## config.mk

```make
export PLATFORM = sky130hd
export DESIGN_NAME = chip_select_decoder
export DESIGN_NICKNAME = d
export VERILOG_FILES = /design/src/rtl/csd_pkg.sv /design/src/rtl/csd_cfg_regs.sv /design/src/rtl/csd_addr_decode.sv /design/src/rtl/csd_access_ctrl.sv /design/src/rtl/chip_select_decoder.sv
export SDC_FILE = /design/constraint.sdc
export NUM_CORES = 1
export LEC_CHECK = 0
export BUFFER_PORTS_ARGS = -buffer_cell sky130_fd_sc_hd__buf_4
export CORE_MARGIN = 4
export CORE_UTILIZATION = 35
export CTS_CLUSTER_SIZE = 8
export DETAILED_ROUTE_END_ITERATION = 10
export PLACE_DENSITY = 0.6
export SLEW_MARGIN = 20
export SYNTH_ARGS = -nofsm -noshare
export SYNTH_HDL_FRONTEND = slang
export SYNTH_SLANG_ARGS = --single-unit
```

## constraint.sdc

```tcl
create_clock -name clk -period 1.7 [get_ports clk]
set_input_delay 0.17 -clock clk [delete_from_list [all_inputs] [get_ports clk]]
set_output_delay 0.17 -clock clk [all_outputs]
set_load 0.05 [all_outputs]
```

## src/rtl/csd_pkg.sv

```systemverilog
package csd_pkg;
  typedef enum logic [1:0] {
    ACC_IDLE = 2'd0,
    ACC_WAIT = 2'd1,
    ACC_DONE = 2'd2
  } acc_state_e;
endpackage

```

## src/rtl/csd_cfg_regs.sv

```systemverilog
module csd_cfg_regs #(
  parameter int N_RANGES = 6,
  parameter int WAIT_W   = 4,
  parameter int IDX_W    = 3,
  localparam int CFG_W   = WAIT_W + 2
) (
  input  logic                              clk,
  input  logic                              rst_n,
  input  logic                              cfg_we,
  input  logic [IDX_W-1:0]                  cfg_addr,
  input  logic [CFG_W-1:0]                  cfg_wdata,
  output logic [N_RANGES-1:0]               rng_en,
  output logic [N_RANGES-1:0]               rng_wide,
  output logic [N_RANGES-1:0][WAIT_W-1:0]   rng_wait
);
  localparam logic [WAIT_W-1:0] WAIT_MAX = '1;

  for (genvar i = 0; i < N_RANGES; i++) begin : g_range
    localparam logic BOOT = (i == 0);
    always_ff @(posedge clk or negedge rst_n) begin
      if (!rst_n) begin
        rng_en[i]   <= BOOT;
        rng_wide[i] <= 1'b0;
        rng_wait[i] <= BOOT ? WAIT_MAX : '0;
      end else if (cfg_we && cfg_addr == IDX_W'(i)) begin
        rng_en[i]   <= cfg_wdata[0];
        rng_wide[i] <= cfg_wdata[1];
        rng_wait[i] <= cfg_wdata[CFG_W-1:2];
      end
    end
  end

  // settings move only after a write that names a real range
  assert_cfg_change_needs_write_R8: assert property (@(posedge clk) disable iff (!rst_n)
    !($stable(rng_en) && $stable(rng_wide) && $stable(rng_wait))
      |-> $past(cfg_we && (cfg_addr < IDX_W'(N_RANGES))));
endmodule

```

## src/rtl/csd_addr_decode.sv

```systemverilog
module csd_addr_decode #(
  parameter int          N_RANGES  = 6,
  parameter int          WAIT_W    = 4,
  parameter int          ADDR_W    = 24,
  parameter int          PAGE_W    = 21,
  parameter int          SRAM_AW   = 12,
  parameter logic [23:0] SRAM_BASE = 24'hC0_0000,
  localparam int         PIDX_W    = ADDR_W - PAGE_W
) (
  input  logic [ADDR_W-1:0]               addr,
  input  logic [N_RANGES-1:0]             rng_en,
  input  logic [N_RANGES-1:0]             rng_wide,
  input  logic [N_RANGES-1:0][WAIT_W-1:0] rng_wait,
  output logic [N_RANGES-1:0]             hit,
  output logic                            is_sram,
  output logic                            is_err,
  output logic                            sel_wide,
  output logic [WAIT_W-1:0]               sel_wait
);
  logic [PIDX_W-1:0] page;
  logic              unused_low;

  assign page       = addr[ADDR_W-1:PAGE_W];
  assign unused_low = ^addr[SRAM_AW-1:0];

  for (genvar i = 0; i < N_RANGES; i++) begin : g_hit
    assign hit[i] = rng_en[i] && (page == PIDX_W'(i));
  end

  assign is_sram = (addr[ADDR_W-1:SRAM_AW] == SRAM_BASE[ADDR_W-1:SRAM_AW]);
  assign is_err  = !(|hit) && !is_sram;

  always_comb begin
    sel_wide = 1'b0;
    sel_wait = '0;
    for (int i = 0; i < N_RANGES; i++) begin
      if (hit[i]) begin
        sel_wide = sel_wide | rng_wide[i];
        sel_wait = sel_wait | rng_wait[i];
      end
    end
  end
endmodule

```

## src/rtl/csd_access_ctrl.sv

```systemverilog
module csd_access_ctrl
  import csd_pkg::*;
#(
  parameter int N_RANGES = 6,
  parameter int WAIT_W   = 4
) (
  input  logic                clk,
  input  logic                rst_n,
  input  logic                acc_valid,
  input  logic [N_RANGES-1:0] hit,
  input  logic                is_sram,
  input  logic                is_err,
  input  logic                sel_wide,
  input  logic [WAIT_W-1:0]   sel_wait,
  output logic                acc_ready,
  output logic [N_RANGES-1:0] cs_n,
  output logic                bus_wide,
  output logic                sram_sel,
  output logic                dec_err
);
  acc_state_e          state;
  logic [WAIT_W-1:0]   cnt;
  logic [N_RANGES-1:0] cs_q;
  logic                wide_q, sram_q, err_q;

  always_ff @(posedge clk or negedge rst_n) begin
    if (!rst_n) begin
      state  <= ACC_IDLE;
      cnt    <= '0;
      cs_q   <= '0;
      wide_q <= 1'b0;
      sram_q <= 1'b0;
      err_q  <= 1'b0;
    end else begin
      unique case (state)
        ACC_IDLE: if (acc_valid) begin
          state  <= ACC_WAIT;
          cnt    <= sel_wait;
          cs_q   <= hit;
          wide_q <= sel_wide;
          sram_q <= is_sram;
          err_q  <= is_err;
        end
        ACC_WAIT: begin
          if (cnt == '0) state <= ACC_DONE;
          else           cnt   <= cnt - 1'b1;
        end
        ACC_DONE: begin
          state  <= ACC_IDLE;
          cs_q   <= '0;
          wide_q <= 1'b0;
          sram_q <= 1'b0;
          err_q  <= 1'b0;
        end
        default: state <= ACC_IDLE;
      endcase
    end
  end

  assign acc_ready = (state == ACC_DONE);
  assign cs_n      = ~cs_q;
  assign bus_wide  = wide_q;
  assign sram_sel  = sram_q;
  assign dec_err   = err_q;

  assert_single_cs_R2: assert property (@(posedge clk) disable iff (!rst_n)
    $onehot0(cs_q));
  assert_idle_no_cs_R2: assert property (@(posedge clk) disable iff (!rst_n)
    (state == ACC_IDLE) |-> (cs_q == '0));
  assert_ready_pulse_R4: assert property (@(posedge clk) disable iff (!rst_n)
    acc_ready |=> !acc_ready);
  assert_countdown_R4: assert property (@(posedge clk) disable iff (!rst_n)
    (state == ACC_WAIT && cnt != '0) |=>
      (state == ACC_WAIT && cnt == WAIT_W'($past(cnt) - 1'b1)));
  assert_onchip_zero_wait_R6: assert property (@(posedge clk) disable iff (!rst_n)
    (state == ACC_IDLE && acc_valid && hit == '0) |=> (state == ACC_WAIT && cnt == '0));
  assert_sram_no_cs_R6: assert property (@(posedge clk) disable iff (!rst_n)
    sram_q |-> (cs_q == '0));
  assert_err_no_cs_R7: assert property (@(posedge clk) disable iff (!rst_n)
    err_q |-> (cs_q == '0 && !sram_q));
  assert_hold_selects_R9: assert property (@(posedge clk) disable iff (!rst_n)
    (state != ACC_IDLE && $past(state) != ACC_IDLE) |-> ($stable(cs_q) && $stable(wide_q)));
  assert_ready_after_wait_R10: assert property (@(posedge clk) disable iff (!rst_n)
    acc_ready |-> $past(state == ACC_WAIT));
endmodule

```

## src/rtl/chip_select_decoder.sv

```systemverilog
module chip_select_decoder #(
  parameter int          N_RANGES  = 6,
  parameter int          WAIT_W    = 4,
  parameter int          ADDR_W    = 24,
  parameter int          PAGE_W    = 21,
  parameter int          SRAM_AW   = 12,
  parameter logic [23:0] SRAM_BASE = 24'hC0_0000,
  localparam int         IDX_W     = (N_RANGES > 1) ? $clog2(N_RANGES + 1) : 1,
  localparam int         CFG_W     = WAIT_W + 2
) (
  input  logic                clk,
  input  logic                rst_n,
  input  logic                acc_valid,
  input  logic [ADDR_W-1:0]   acc_addr,
  output logic                acc_ready,
  output logic [N_RANGES-1:0] cs_n,
  output logic                bus_wide,
  output logic                sram_sel,
  output logic                dec_err,
  input  logic                cfg_we,
  input  logic [IDX_W-1:0]    cfg_addr,
  input  logic [CFG_W-1:0]    cfg_wdata
);
  logic [N_RANGES-1:0]             rng_en, rng_wide, hit;
  logic [N_RANGES-1:0][WAIT_W-1:0] rng_wait;
  logic                            is_sram, is_err, sel_wide;
  logic [WAIT_W-1:0]               sel_wait;

  csd_cfg_regs #(.N_RANGES(N_RANGES), .WAIT_W(WAIT_W), .IDX_W(IDX_W)) u_regs (
    .clk, .rst_n, .cfg_we, .cfg_addr, .cfg_wdata,
    .rng_en, .rng_wide, .rng_wait
  );

  csd_addr_decode #(
    .N_RANGES(N_RANGES), .WAIT_W(WAIT_W), .ADDR_W(ADDR_W), .PAGE_W(PAGE_W),
    .SRAM_AW(SRAM_AW), .SRAM_BASE(SRAM_BASE)
  ) u_dec (
    .addr(acc_addr), .rng_en, .rng_wide, .rng_wait,
    .hit, .is_sram, .is_err, .sel_wide, .sel_wait
  );

  csd_access_ctrl #(.N_RANGES(N_RANGES), .WAIT_W(WAIT_W)) u_ctrl (
    .clk, .rst_n, .acc_valid, .hit, .is_sram, .is_err, .sel_wide, .sel_wait,
    .acc_ready, .cs_n, .bus_wide, .sram_sel, .dec_err
  );

  // the decoder never claims a range and the SRAM window at once
  assert_target_exclusive_R1: assert property (@(posedge clk) disable iff (!rst_n)
    !(is_sram && (|hit)) && (is_err == (hit == '0 && !is_sram)) && $onehot0(hit));
endmodule

```

# ---- After elaboration in Yosys (flattened, before gate mapping)
# Index checks and enable logic that the tools add are counted.
# W data, S select, Z words.
dict set report totals {
  word_cells 103
  register_bits 51
  in_bits 37
}
dict set report classes {
  muxes 26
  n_reduce_logical 25
  add_sub_neg 1
  n_bitwise 11
  eq_ne 16
}
# cell count
set ops {}
lappend ops {{$mux W4} 8}
lappend ops {{$or A4 B4 Y4} 5}
lappend ops {{$logic_and A1 B1 Y1} 13}
lappend ops {{$eq A12 B12 Y1 const B} 1}
lappend ops {{$eq A3 B2 Y1 const B} 4}
lappend ops {{$eq A3 B3 Y1 const B} 4}
lappend ops {{$pmux W6 S2} 1}
lappend ops {{$mux W1} 9}
lappend ops {{$pmux W4 S2} 1}
lappend ops {{$eq A3 B1 Y1 const B} 2}
lappend ops {{$logic_not A3 Y1} 2}
lappend ops {{$mux W6} 1}
lappend ops {{$not A6 Y6} 1}
lappend ops {{$pmux W1 S2} 3}
lappend ops {{$reduce_or A6 Y1} 1}
lappend ops {{$or A1 B1 Y1} 5}
lappend ops {{$logic_not A4 Y1} 1}
lappend ops {{$mux W2} 2}
lappend ops {{$ne A2 B2 Y1 const B} 2}
lappend ops {{$pmux W2 S2} 1}
lappend ops {{$reduce_and A2 Y1} 2}
lappend ops {{$reduce_bool A2 Y1} 2}
lappend ops {{$sub A4 B1 Y4 const B} 1}
lappend ops {{$reduce_and A3 Y1} 1}
lappend ops {{5 further kinds} 6}

# ---- Logic depth before layout (Yosys ltp)
dict set report depth {
  ltp_word 15
  mapped_depth 6
  depth_no_buf 5
}

# ---- Cells and area by module
# From an unflattened synthesis, not the netlist that was laid out.
dict set report unflattened {
  cells_unflattened 208
  area_unflattened_um2 2573.7
}
# module area_each_um2 seq_area_each_um2 cells_per_inst instances
set by_module_without_submodules {}
lappend by_module_without_submodules {csd_cfg_regs 1412.6 907.1 82 1}
lappend by_module_without_submodules {csd_access_ctrl 777.0 375.4 81 1}
lappend by_module_without_submodules {csd_addr_decode 384.1 0.0 45 1}

# ---- Worst setup path before layout
# No wires, ideal clock.
dict set report synth_path {
  kind {register to register}
  start {register u_ctrl.state[0]}
  end {register u_ctrl.wide_q (netlist: u_ctrl.bus_wide)}
  path_stages_with_launch 4
  setup_ns 0.175
  arrival_time_ns 1.341
  required_time_ns 1.525
  n_path_buf 1
  setup_slack_ns 0.184
  path_cell_list {dfrtp_1 > clkbuf_4 > nor2b_1 > a211oi_1}
}
dict set report synth_via {
  elab_chain_len 3
  elab_cells_between_ends 6
  classes_between {2 x eq/ne; 1 x mux; 3 x reduce/logical}
}
# item line
set synth_lines {}
lappend synth_lines {{from (decl)} csd_access_ctrl.sv:21} ;# acc_state_e state;
lappend synth_lines {{from (signal assigned)} csd_access_ctrl.sv:28} ;# state <= ACC_IDLE;
lappend synth_lines {{from (signal assigned)} csd_access_ctrl.sv:37} ;# state <= ACC_WAIT;
lappend synth_lines {{from (signal assigned)} csd_access_ctrl.sv:45} ;# if (cnt == '0) state <= ACC_DONE;
lappend synth_lines {{$eq A2 B2 Y1 (*)} -}
lappend synth_lines {{named net acc_ready} chip_select_decoder.sv:15} ;# output logic acc_ready,
lappend synth_lines {{$reduce_bool A2 Y1 (no source line)} -}
lappend synth_lines {{$reduce_and A2 Y1 (no source line)} -}
lappend synth_lines {{to (signal assigned)} csd_access_ctrl.sv:40} ;# wide_q <= sel_wide;
lappend synth_lines {{to (decl)} csd_access_ctrl.sv:24} ;# logic wide_q, sram_q, err_q;
# The timed path passes the listed nets; every way through them passes the cells marked *.
# A chain may end at the register's enable or synchronous reset.

# ---- Worst setup path after layout
dict set report layout_path {
  start {register u_ctrl.state[0]}
  end {output port acc_ready}
}
dict set report layout_via {
  elab_chain_len 1
}
# item line
set layout_lines {}
lappend layout_lines {{$eq A2 B2 Y1} csd_access_ctrl.sv:60} ;# assign acc_ready = (state == ACC_DONE);
lappend layout_lines {{to (decl)} chip_select_decoder.sv:15}
# Every way passes these cells.

==> flow_summary.toml <==
[clocking]
clk-insertion-delay-late_ns = 0.30
cts_buffers = 5
cts_buffer_depth = 2
htree_levels = 2
ctsRootBufferMaster = "clkbuf_8"
ctsResizeCount = 0
clock_sinks = 51
cts_tree = "yes"
path_clk_slew_ns = 0.09

[logic_synthesis]
post-synth-top-count-cell = "dfrtp_1"
synthDistinctLibCells = 47
yosys.area.top_type_share_pct = 48.2
syn_area_per_cell_um2 = 12.8
ys.flop_type = "dfrtp_1"
synth_edf_count = 0
yosys-top-cells-area = "dfrtp_1 (48%), mux2_1 (14%), dfstp_2 (5.5%)"
synth_seq_area_share_pct = 53.7
syn_nets = 225
synthTopCellsByCount = "dfrtp_1 (46), mux2_1 (30), inv_1 (9), nor2_1 (9), nand2_1 (7)"
yosysTopAreaCell = "dfrtp_1"
yosysWarnings = 0
synthCells = 187
ys_ff_latch = 51
async_flop_share_pct = 100
syn_area_um2 = 2390

[setup_path]
required_ns = 1.53
critPathSlowestCell = "dfrtp_1"
r2r_slack_ns = 0.19
cp_cell_sequence = "buf_4, nor2b_1, buf_4"
end_kind = "output pin"
rr_startpoint = "u_regs.rng_en[0]"
crit_top_cell = "buf_4"
slowest_delay_ns = 0.44
worst_r2r_endpoint = "u_ctrl.cnt[2]"
cp-start-kind = "flip-flop"
crit_type = "flip-flop to output pin"
cp.arrival_ns = 1.35
crit_fanout = 7
reg2reg_depth = 5

[grt]
grt.met1_usage_pct = 19.3
grt_pass1_wl_um = 9030
grt_overflow = 0
antenna_found_initial = 0
track_usage_pct = 13.9
top_usage_layer = "met2"
use_met2_pct = 20.5
use_met3_pct = 4.67
grt_max_degree = 52
first_global_vias = 1722

[layout]
n_antenna_cell = 0
final_layout_size_suffix_gt1_share_pct = 29.2
fin_cells = 310
area_growth_pct = 19.6
fin_nets = 271

[detailed_routing]
via_count = 1697
drcViolationCount = 0
drt_iter0_markers = 74
ant_nets = 0
viasPerCell = 5.47
firstDrtPassIters = 5
wirelength_um = 5240
wl_per_cell_um = 16.9

[min_path]
hold_depth = 2
hp-class = "input pin to flip-flop"
holdPathEnd = "u_regs.rng_en[3]"
min-delay-start = "cfg_wdata[0]"

[placed_design]
dp_hpwl_um = 3710
placedCellCount = 301
gp_congestion = 0.742
portBuffers = 34

[floorplanning]
core_region_area_um2 = 6490
die_h_um = 90.6
ios = 47
row_count = 29
initial_utilization_pct = 36.8
die_area_um2 = 8210
die_width_um = 90.6

[sta]
fin_skew_ns = 0.00766
slew_headroom_pct = 56.5
period_needed_ns = 1.52
drv_slew = 0
tightestPinTransition_ns = 0.652
max_freq_ghz = 0.657
setup_viol = 0
tns_ns = 0
hold_violations = 0
rsz0062_at_grt = "no"
fin_crit_sh_pct = 89.5

[power]
ir_worst_vdd_mv = 0.357
fin_total_pwr_mw = 3.38
power_density_nw_per_um2 = 1180
leakage_nw = 1.28

[status]
status = "completed"

[run]
drv_cap = 0
[report_power, final]
group	leakage, nW	switching, mW	internal (mW)	total (mW)
clock network	0.0383	0.368	0.284	0.652
logic	0.635	0.548	0.463	1.01
registers	0.603	0.177	1.54	1.71
[kinds of logic after synthesis]
logic type	after synthesis	share of synthesized area [%]
AO/OA/AOI/OAI	34	11.3
XOR/XNOR	1	0.367
adder cells (fa/ha/maj)	1	0.524
buffers and inverters	15	3.25
flip-flops	51	53.7
multiplexers	37	17.4
AND/OR/NAND/NOR	48	13.5
[sequential cells by signal, summed over array words and instances, names as in the netlist]
| register | cells |
|---|---|
| u_regs.rng_wait | 24 |
| u_ctrl.cs_q | 6 |
| u_ctrl.state | 2 |
| u_ctrl.sram_sel | 1 |
| u_regs.rng_en | 6 |
| u_ctrl.cnt | 4 |
| u_ctrl.dec_err | 1 |
| u_ctrl.bus_wide | 1 |
| u_regs.rng_wide | 6 |
[worst max path at each step]
stage / from / end / slack (ns) / cells past startpoint
final: u_ctrl.state[0] / acc_ready / 0.18 / 3
after global routing: u_regs.rng_en[0] / u_ctrl.cnt[1] / 0.10 / 5
after CTS: u_regs.rng_en[0] / u_ctrl.cnt[2] / 0.06 / 4
after detailed placement: u_regs.rng_en[0] / u_ctrl.cnt[2] / 0.07 / 4
after global placement: u_regs.rng_en[0] / u_ctrl.cnt[2] / 0.07 / 4
after floorplan: u_ctrl.state[0] / u_ctrl.bus_wide / 0.18 / 3
[critical path: cells and delay by family (launching register included)]
kind	cells	cell delay, ns
flops	1	0.44
buf+inv	2	0.42
simple gates	1	0.19
[metal layers]
| layer | routed length [µm] | part of all wire, % |
|---|---|---|
| met2 | 2390 | 46 |
| met1 | 2460 | 47 |
| met5 | 0 | 0 |
| met4 | 42 | 0.80 |
| met3 | 337 | 6.4 |
[final cells by class]
class | instances | area [µm²]
repair buffers | 45 | 340
clock buffers | 7 | 76.3
inverters | 9 | 33.8
fillers | 620 | 3640
flip-flops and latches | 51 | 1280
multi-input cells | 121 | 1030
well taps | 77 | 96.3
[placed cells by master (no fill, tap or decap), drive strengths merged, types with 5 or more instances in the layout]
cell type,instances
a21oi,5
nand2,7
mux2,36
clkbuf,7
nor2,9
dfrtp,46
inv,9
a222oi,5
o21ai,5
dfstp,5
buf,44
[through the flow]
stage / setup slack [ns] / hold WS [ns] / instance area, µm² / utilization, %
2_1_floorplan: 0.184 / -0.126 / 2390 / -
3_3_place_gp: 0.0737 / 0.248 / 2760 / 42.6
3_5_place_dp: 0.0696 / 0.241 / 2760 / 42.6
4_1_cts: 0.0560 / 0.117 / 2850 / 43.9
5_1_grt: 0.100 / 0.125 / 2860 / 44.0
6_report: 0.179 / 0.129 / 2860 / 44.0
[repair_timing]
action | CTS | global route
endpoints found under the setup margin | 0 | 3
hold buffers | 1 | 0
hold endpoints to repair | 46 | 0
setup buffers | 0 | 1
Note: power is estimated with default switching activity, not from simulation.
